==> config.mk <==
export PLATFORM = sky130hd
export DESIGN_NAME = combo_phy_cfg
export DESIGN_NICKNAME = d
export VERILOG_FILES = /design/src/rtl/combo_phy_cfg.sv
export SDC_FILE = /design/constraint.sdc
export NUM_CORES = 1
export LEC_CHECK = 0
export ABC_AREA = 1
export BUFFER_PORTS_ARGS = -buffer_cell sky130_fd_sc_hd__buf_2
export CORE_MARGIN = 10
export CORE_UTILIZATION = 45
export CTS_CLUSTER_DIAMETER = 150
export DETAILED_ROUTE_END_ITERATION = 12
export GPL_ROUTABILITY_DRIVEN = 0
export HOLD_SLACK_MARGIN = 0.15
export SYNTH_ARGS = -nofsm -noshare
export SYNTH_HDL_FRONTEND = slang
export SYNTH_SLANG_ARGS = --single-unit
==> constraint.sdc <==
create_clock -name clk -period 5.1 [get_ports clk]
set_clock_uncertainty 0.2 [all_clocks]
set_input_delay 1.275 -clock clk [delete_from_list [all_inputs] [get_ports clk]]
set_output_delay 1.275 -clock clk [all_outputs]
set_load 0.02 [all_outputs]
==> src/rtl/combo_phy_cfg.sv <==
module combo_phy_cfg #(
  parameter int AW = 5,
  parameter int DW = 4
) (
  input  logic          clk,
  input  logic          rst_n,
  input  logic          cfg_we,
  input  logic [31:0]   cfg_wdata,
  output logic [31:0]   cfg_rdata,
  input  logic          sel_we,
  input  logic [1:0]    sel_code,
  output logic [1:0]    proto_sel,
  output logic          codec_bypass,
  output logic          refclk_oe,
  input  logic [AW-1:0] tp_raddr,
  output logic [DW-1:0] tp_rdata
);
  localparam int DEPTH   = 1 << AW;
  localparam int BYP_BIT = 31;
  localparam int STB_BIT = 24;
  localparam int DAT_LO  = 20;
  localparam int ADR_LO  = 12;
  localparam int OE_BIT  = 0;

  logic [31:0]   cfg_q;
  logic [DW-1:0] arr [DEPTH];
  logic          commit;
  logic [AW-1:0] wa;
  logic [DW-1:0] wd;

  assign commit       = cfg_we && cfg_wdata[STB_BIT] && !cfg_q[STB_BIT];
  assign wa           = cfg_wdata[ADR_LO +: AW];
  assign wd           = cfg_wdata[DAT_LO +: DW];
  assign cfg_rdata    = cfg_q;
  assign codec_bypass = cfg_q[BYP_BIT];
  assign refclk_oe    = cfg_q[OE_BIT];

  always_ff @(posedge clk) begin
    if (!rst_n) cfg_q <= '0;
    else if (cfg_we) cfg_q <= cfg_wdata;
  end

  always_ff @(posedge clk) begin
    if (!rst_n) proto_sel <= 2'd0;
    else if (sel_we && sel_code != 2'd3) proto_sel <= sel_code;
  end

  always_ff @(posedge clk) begin
    if (!rst_n) begin
      for (int i = 0; i < DEPTH; i++) arr[i] <= '0;
    end else if (commit) begin
      arr[wa] <= wd;
    end
  end

  always_ff @(posedge clk) begin
    if (!rst_n) tp_rdata <= '0;
    else tp_rdata <= arr[tp_raddr];
  end
endmodule


Word level (Yosys, flattened, before mapping)
Memories as Yosys holds them, arrays and structs flattened. A register that Yosys moved wholly into a read port is not among the register bits. Cells that the tools add are included.

Register bits after elaboration: 34. Output and inout bits: 40. Bits in latches: 0. Bits in read-only memories: 0. Word-level logic and storage cells: 17. Memories: 1. Input port bits: 43. Bits in writable memories: 128.

Memory list: arr (depth 32, bits a word 4, rd ports 1, clocked after memory_dff 1, wr ports 32, line 26) `logic [DW-1:0] arr [DEPTH];`.

Shift-type cells: 0. Multipliers: 0. Reduce and logical (&&, ||, !) cells: 6. Add/sub/neg operators: 0. Eq/ne operators: 1. Bitwise gates (word level): 0. Mux-type cells: 7. Divide/modulo/power cells: 0. Magnitude comparators: 0.

Operators by type and width (count): $mux 1 (5); $mux 5 (1); $mux 4 (1); $reduce_or 4->1 (1); $logic_and 1x1->1 (3); $logic_not 1->1 (2); $ne 2x2->1 const B (1).

Depth between registers and ports, before layout
Gate-level depths: netlist of the first run.

Depth in word-level cells: 7. Gate-level depth with buffers: 10. Mapped depth without buffers: 9.

Worst setup path after synthesis of the first run
Ideal clock, no wire load.

Path kind: input to register. Start: in rst_n. End: mem arr[11][0] (enable). Data required time: 4592 ps. Library setup time: 308 ps. Stages on the path: 5. Path slack: 2348 ps. Buffers on the path: 1. Data arrival time: 2245 ps. Cells stage by stage: buf_2 nand4_4 nor3_4 nand2_1 nand2_1.

RTL lines: start, declared (line 6) `input logic rst_n,`; end, declared (line 26).

==> run summary, run 1 <==
crit path kind = primary input to register
combinational power share = 8.8%
Reg2Reg Depth = 5
largest net degree at the start of global routing = 65
sequential cell fraction of total power = 50.0%
Port Buffers = 82
final period utilization = 60.9%
routed wire length = 18.9 mm
Max Fclk = 322 MHz
Die Y = 148 um
worst-path fanout max = 26
top cells by area, synth = edfxtp_1 52%, nand2_1 10%, dfxtp_1 10%, nor2_1 7.9%, nand3_1 7.3%
layout cell share with drive strength beyond 1 = 16.0%
Clock Root Buffer = clkbuf_16
Peak VDD IR = 0.000214 V
vias per cell = 5.26
most frequent cell after synthesis = nand2_1
Slew headroom = 30.2%
# placed instances = 1066
Detailed Routing Iterations Pass 1 = 7
sequential share of the synthesized area = 62.4%
CP endpoint kind = register
Switch Pwr = 0.000718 W
Pins Over Slew Limit = 0
pre-CTS setup slack = 1.59 ns
full die area = 0.0219 sq mm
Synth top cells by count = 206 x nand2_1, 156 x nor2_1, 128 x edfxtp_1
Syn Nets = 853
hold buffers post-CTS = 0
reg2reg end = arr[4][1]$_SDFFCE_PN0P_
HPWL Detailed = 12.3 mm
Top FF cell, synth = edfxtp_1
Worst Setup Start Kind = primary input
Tmin final = 3.10 ns
chip width = 148 um
max-cap check violation count = 0
Post-synth ARST share = 0%
Sw Share = 23.4%
storage element area = 0.00460 sq mm
post-synthesis cell count = 810
Warnings, synthesis = 0
CTS buffer count = 17
TNS Setup = 0 ns
initial core utilization = 46.1%
Hold/Removal Path Class = register to register
CTS tree = built
library cells used by synthesis = 22
clock sink count = 166
area grow syn2layout = 15.2%
Multi-input gate area = 0.00238 sq mm
RSZ-0062 raised after global routing = false
Final Total Pwr = 0.00307 W
PnR worst setup slack = 2.00 ns
total gr overflow = 0
ANT nets after route = 0
top cell type's share of synthesized area = 52.1%
synthesized area per cell = 9.11 sq um
DR vias = 5770
post-cts sizing count = 0
GRT Total Usage = 17.2%
Post-CTS Setup Bufs = 0
Worst Path Required = 5.02 ns
drt drc = 0
initial antenna violation count = 0
I/O pins = 83
Synth Register Bits = 166
final count of hold timing violations = 0
first-pass GRT wire length = 29.3 mm
Post-synth EDFFs = 128
vias in the first global route = 5760
Yosys top cell by area = edfxtp_1
mean routed wirelength per cell = 17.2 um
internal power = 0.00235 W
clk_lat worst skew = 0.43 ns
H-tree levels = 4
CTS clock-pin slew for the worst setup and hold paths = 0.06 ns
fillers = 1481
crit path launch = cfg_we
reg-to-reg slack, setup = 2.92 ns
clock buffer depth = 2
Critical R2R Launch = cfg_rdata[24]$_SDFFE_PN0P_
Leak = 3.58 nW
core area = 0.0160 sq mm
Final nets = 912
row cnt = 46
antenna fix cells = 0
Cell Count, Final, Fillers Out = 1098
worst slew pin tran = 1.04 ns
final setup fails = 0
pwr/cell area = 361 mW/mm^2
DR iter-0 viols = 559
critical path arrival = 3.02 ns
CP Capture Point = arr[4][1]$_SDFFCE_PN0P_
clock share of power = 41.3%
mapped cell area = 0.00738 sq mm
status = completed
## worst max-delay path, cell delays in order
cell	delay [ns]
buf_2	0.38
nand4_4	0.26
nor3_4	0.60
nand2_1	0.26
nand2_1	0.23
## power by group through the flow
stage	registers, W	logic [W]	clock network (W)
after detailed placement	0.00156	0.000269	0
after floorplan	0.00158	0.000152	0
after global placement	0.00156	0.000264	0
final	0.00153	0.000269	0.00127
after CTS	0.00153	0.000270	0.00128
after global routing	0.00154	0.000299	0.00133
## how the worst min path moves through the flow
stage / from / endpoint / slack, ns / cells past startpoint
2_1_floorplan: cfg_rdata[18]$_SDFFE_PN0P_ / cfg_rdata[18]$_SDFFE_PN0P_ / 0.34 / 2
3_3_place_gp: cfg_rdata[12]$_SDFFE_PN0P_ / cfg_rdata[12]$_SDFFE_PN0P_ / 0.25 / 2
3_5_place_dp: cfg_rdata[19]$_SDFFE_PN0P_ / cfg_rdata[19]$_SDFFE_PN0P_ / 0.26 / 2
4_1_cts: cfg_rdata[10]$_SDFFE_PN0P_ / cfg_rdata[10]$_SDFFE_PN0P_ / 0.27 / 2
5_1_grt: cfg_rdata[11]$_SDFFE_PN0P_ / cfg_rdata[11]$_SDFFE_PN0P_ / 0.29 / 2
6_report: cfg_rdata[19]$_SDFFE_PN0P_ / cfg_rdata[19]$_SDFFE_PN0P_ / 0.27 / 2
## through the flow
stage,area [sq um],hold WS [ns],utilization [%]
after floorplan,7380,0.336,-
after global placement,7900,0.250,49.4
after detailed placement,7900,0.255,49.4
after CTS,8500,0.269,53.1
after global routing,8500,0.286,53.1
final,8500,0.268,53.1
## cell type report
class,count,share of cell area (%)
clock inverters,5,0.383
well taps,216,3.18
clock buffers,27,6.67
flip-flops and latches,166,54.1
repair buffers,89,5.44
inverters,49,2.16
multi-input cells,546,28.0
## layer usage
layer / part of all wire, % / vias up / track usage (%)
met4: 2.3 / 0 / 7.23
met1: 41 / 2722 / 20.5
met3: 7.4 / 37 / 4.03
li1: - / 2786 / -
met2: 49 / 225 / 29.0
met5: 0 / - / 0
## logic make-up after synthesis
logic type / synth area share, %
compound gates: 3.48
buf+inv: 5.31
flops: 62.4
simple gates: 28.8
## flip-flops by register name (all words and copies together), names as in the netlist
register	flops
tp_rdata	4
arr	128
cfg_rdata	32
proto_sel	2
## placed cells by master (no fill, tap or decap)
cell       count
nor3_2         1
buf_2         82
clkinv_4       1
nor2_1       156
clkbuf_1       3
clkinv_1       2
nand2_2       15
nand3_1      107
nor3_1         7
buf_4          7
dfxtp_1       38
edfxtp_1     128
nand4_4        1
inv_6          1
a211oi_1       2
o21ai_0       35
or2_2          1
clkbuf_8       4
clkbuf_16     20
clkinv_2       3
inv_1         46
o22ai_1        9
a21oi_1        2
nand2_1      206
inv_2          1
nor3_4         4
No activity file was read; power rests on OpenSTA's default activity.
==> run 2: changes to the inputs <==
clock period = 3 ns   (was 5.1 ns; I/O delays follow)
==> run 2 against run 1 <==
Combinational power is 75% higher. Core utilization is 0.80 points higher. Flip-flop and latch count stayed put. Largest power group unchanged. Clock power is 65% higher. Largest cell class unchanged. Critical endpoint is now cfg_rdata[10]$_SDFFE_PN0P_.
==> run summary, run 2 (synthesis results as in run 1) <==
RSZ-0062 raised after global routing = false (unchanged)
Peak VDD IR = 0.000395 V (was 0.000214 V)
antenna fix cells = 0 (unchanged)
largest net degree at the start of global routing = 65 (unchanged)
CTS clock-pin slew for the worst setup and hold paths = 0.06 ns (about the same)
Max Fclk = 499 MHz
Die Y = 148 um (unchanged)
TNS Setup = 0 ns (unchanged)
Hold Path Depth = 2 (unchanged)
clock share of power = 40.5% (was 41.3%)
ANT nets after route = 0 (unchanged)
Hold/Removal Path Class = register to register (unchanged)
CTS buffer count = 17 (unchanged)
clock sink count = 166 (unchanged)
first-pass GRT wire length = 30.5 mm (was 29.3 mm)
placed inst area = 0.00806 sq mm (was 0.00790 sq mm)
full die area = 0.0219 sq mm (unchanged)
worst-path fanout max = 32 (was 26)
DR iter-0 viols = 558 (was 559)
Worst Path Required = 3.14 ns (was 5.02 ns)
post-cts sizing count = 0 (unchanged)
crit path kind = primary input to register (unchanged)
WHS Endpoint = cfg_rdata[21]$_SDFFE_PN0P_ (was cfg_rdata[19]$_SDFFE_PN0P_)
max reg flops = 128 (unchanged)
Worst Setup Start Kind = primary input (unchanged)
Sw Share = 25.1% (was 23.4%)
clock buffer depth = 2 (unchanged)
Biggest register = arr (unchanged)
vias in the first global route = 5817 (was 5760)
final period utilization = 66.8%
area grow syn2layout = 17.0% (was 15.2%)
total gr overflow = 0 (unchanged)
Port Buffers = 82 (unchanged)
crit-path cells = buf_2 -> buf_4 -> inv_1 -> or2_2 -> o21ai_0 (was buf_2 -> nand4_4 -> nor3_4 -> nand2_1 -> nand2_1)
vias per cell = 5.17 (was 5.26)
Worst Path Buf+Inv = 3 (was 1)
reg-to-reg slack, setup = 1.09 ns (was 2.92 ns)
Critical R2R Launch = cfg_rdata[24]$_SDFFE_PN0P_ (unchanged)
worst slew pin tran = 0.611 ns (was 1.04 ns)
Leak = 3.66 nW (was 3.58 nW)
row cnt = 46 (unchanged)
core area = 0.0160 sq mm (unchanged)
fillers = 1494 (was 1481)
DR vias = 5768 (was 5770)
final count of hold timing violations = 0 (unchanged)
delay-heaviest family, CP = buffers and inverters (was simple AND/OR/NAND/NOR gates)
Slew headroom = 59.0% (was 30.2%)
combinational power share = 9.1% (was 8.8%)
max incr delay on CP = 0.52 ns (was 0.60 ns)
Crit path depth = 5 (unchanged)
chip width = 148 um (unchanged)
initial core utilization = 46.1% (unchanged)
reg2reg end = arr[9][0]$_SDFFCE_PN0P_ (was arr[4][1]$_SDFFCE_PN0P_)
worst hold start = cfg_rdata[21]$_SDFFE_PN0P_ (was cfg_rdata[19]$_SDFFE_PN0P_)
hold buffers post-CTS = 0 (unchanged)
GRT Total Usage = 17.7% (was 17.2%)
Final nets = 929 (was 912)
final setup fails = 0 (unchanged)
status = completed (unchanged)
critical path arrival = 2.14 ns (was 3.02 ns)
slowest CP cell = or2_2 (was nor3_4)
internal power = 0.00387 W (was 0.00235 W)
Detailed Routing Iterations Pass 1 = 5 (was 7)
H-tree levels = 4 (unchanged)
pwr/cell area = 599 mW/mm^2 (was 361 mW/mm^2)
drt drc = 0 (unchanged)
Reg2Reg Depth = 5 (unchanged)
Post-CTS Setup Bufs = 0 (unchanged)
Pins Over Slew Limit = 0 (unchanged)
layout cell share with drive strength beyond 1 = 17.8% (was 16.0%)
initial antenna violation count = 0 (unchanged)
routed wire length = 19.1 mm (was 18.9 mm)
I/O pins = 83 (unchanged)
CTS tree = built (unchanged)
CP endpoint kind = register (unchanged)
Tmin final = 2.00 ns
commonest cells after routing, fill and taps aside = 206 x nand2_1, 156 x nor2_1, 128 x edfxtp_1 (unchanged)
mean routed wirelength per cell = 17.1 um (was 17.2 um)
Clock Root Buffer = clkbuf_16 (unchanged)
clk_lat worst skew = 0.43 ns (about the same)
most common cell after layout, fill and taps aside = nand2_1 (unchanged)
Switch Pwr = 0.00130 W (was 0.000718 W)
sequential cell fraction of total power = 50.4% (was 50.0%)
post-layout instance area = 0.00863 sq mm (was 0.00850 sq mm)
max-cap check violation count = 0 (unchanged)
HPWL Detailed = 13.0 mm (was 12.3 mm)
run 2: cell types whose count changed in the layout (fill, tap and decap cells not counted), sizes merged:
cell      previous run  this run
buf                 89       106
clkinvlp             0         2
inv                 48        53
clkinv               6         7
clkbuf              27        18
bufinv               0         1
run 2: final cells by class:
type,count,area [sq um],share of cell area [%]
well taps,216,270,3.13
repair buffers,106,616,7.13
clock inverters,14,145,1.68
multi-input cells,546,2380,27.6
clock buffers,18,429,4.97
inverters,49,184,2.13
flip-flops and latches,166,4600,53.3
run 2: through the flow:
step	total power [W]	worst slack [ns]	std cells	utilization [%]	hold slack [ns]
6_report	0.00517	0.996	1115	53.9	0.266
5_1_grt	0.00536	0.853	1115	53.9	0.282
4_1_cts	0.00521	0.986	1115	53.9	0.267
3_5_place_dp	0.00313	0.531	1083	50.4	0.251
3_3_place_gp	0.00312	0.598	1083	50.4	0.251
2_1_floorplan	0.00294	0.773	810	-	0.336
run 2: worst max-delay path by stage:
| stage | slack, ns | end | startpoint |
|---|---|---|---|
| 2_1_floorplan | 0.77 | arr[11][0]$_SDFFCE_PN0P_ | rst_n |
| 3_3_place_gp | 0.60 | arr[18][3]$_SDFFCE_PN0P_ | cfg_wdata[16] |
| 3_5_place_dp | 0.53 | cfg_rdata[9]$_SDFFE_PN0P_ | rst_n |
| 4_1_cts | 0.99 | cfg_rdata[10]$_SDFFE_PN0P_ | rst_n |
| 5_1_grt | 0.85 | arr[16][2]$_SDFFCE_PN0P_ | cfg_wdata[16] |
| 6_report | 1.0 | cfg_rdata[10]$_SDFFE_PN0P_ | rst_n |
run 2: worst reg2reg max path: stages (launching register included):
cell     delay (ns)
dfxtp_1        0.31
inv_1          0.10
nand4_4        0.17
nor3_4         0.30
nand2_1        0.27
nand2_1        0.24
run 2: power groups by stage:
stage | clock network [W] | logic (W) | registers, W
4_1_cts | 0.00213 | 0.000473 | 0.00261
5_1_grt | 0.00222 | 0.000524 | 0.00262
6_report | 0.00209 | 0.000470 | 0.00261
2_1_floorplan | 0 | 0.000259 | 0.00268
3_5_place_dp | 0 | 0.000472 | 0.00266
3_3_place_gp | 0 | 0.000463 | 0.00265
run 2: metal layers:
| metal | global-route usage [%] | vias to the layer above | wire length, um |
|---|---|---|---|
| li1 | - | 2828 | - |
| met1 | 22.7 | 2717 | 8450 |
| met2 | 28.9 | 201 | 9160 |
| met3 | 4.55 | 22 | 1210 |
| met4 | 5.35 | 0 | 262 |
| met5 | 0 | - | 0 |
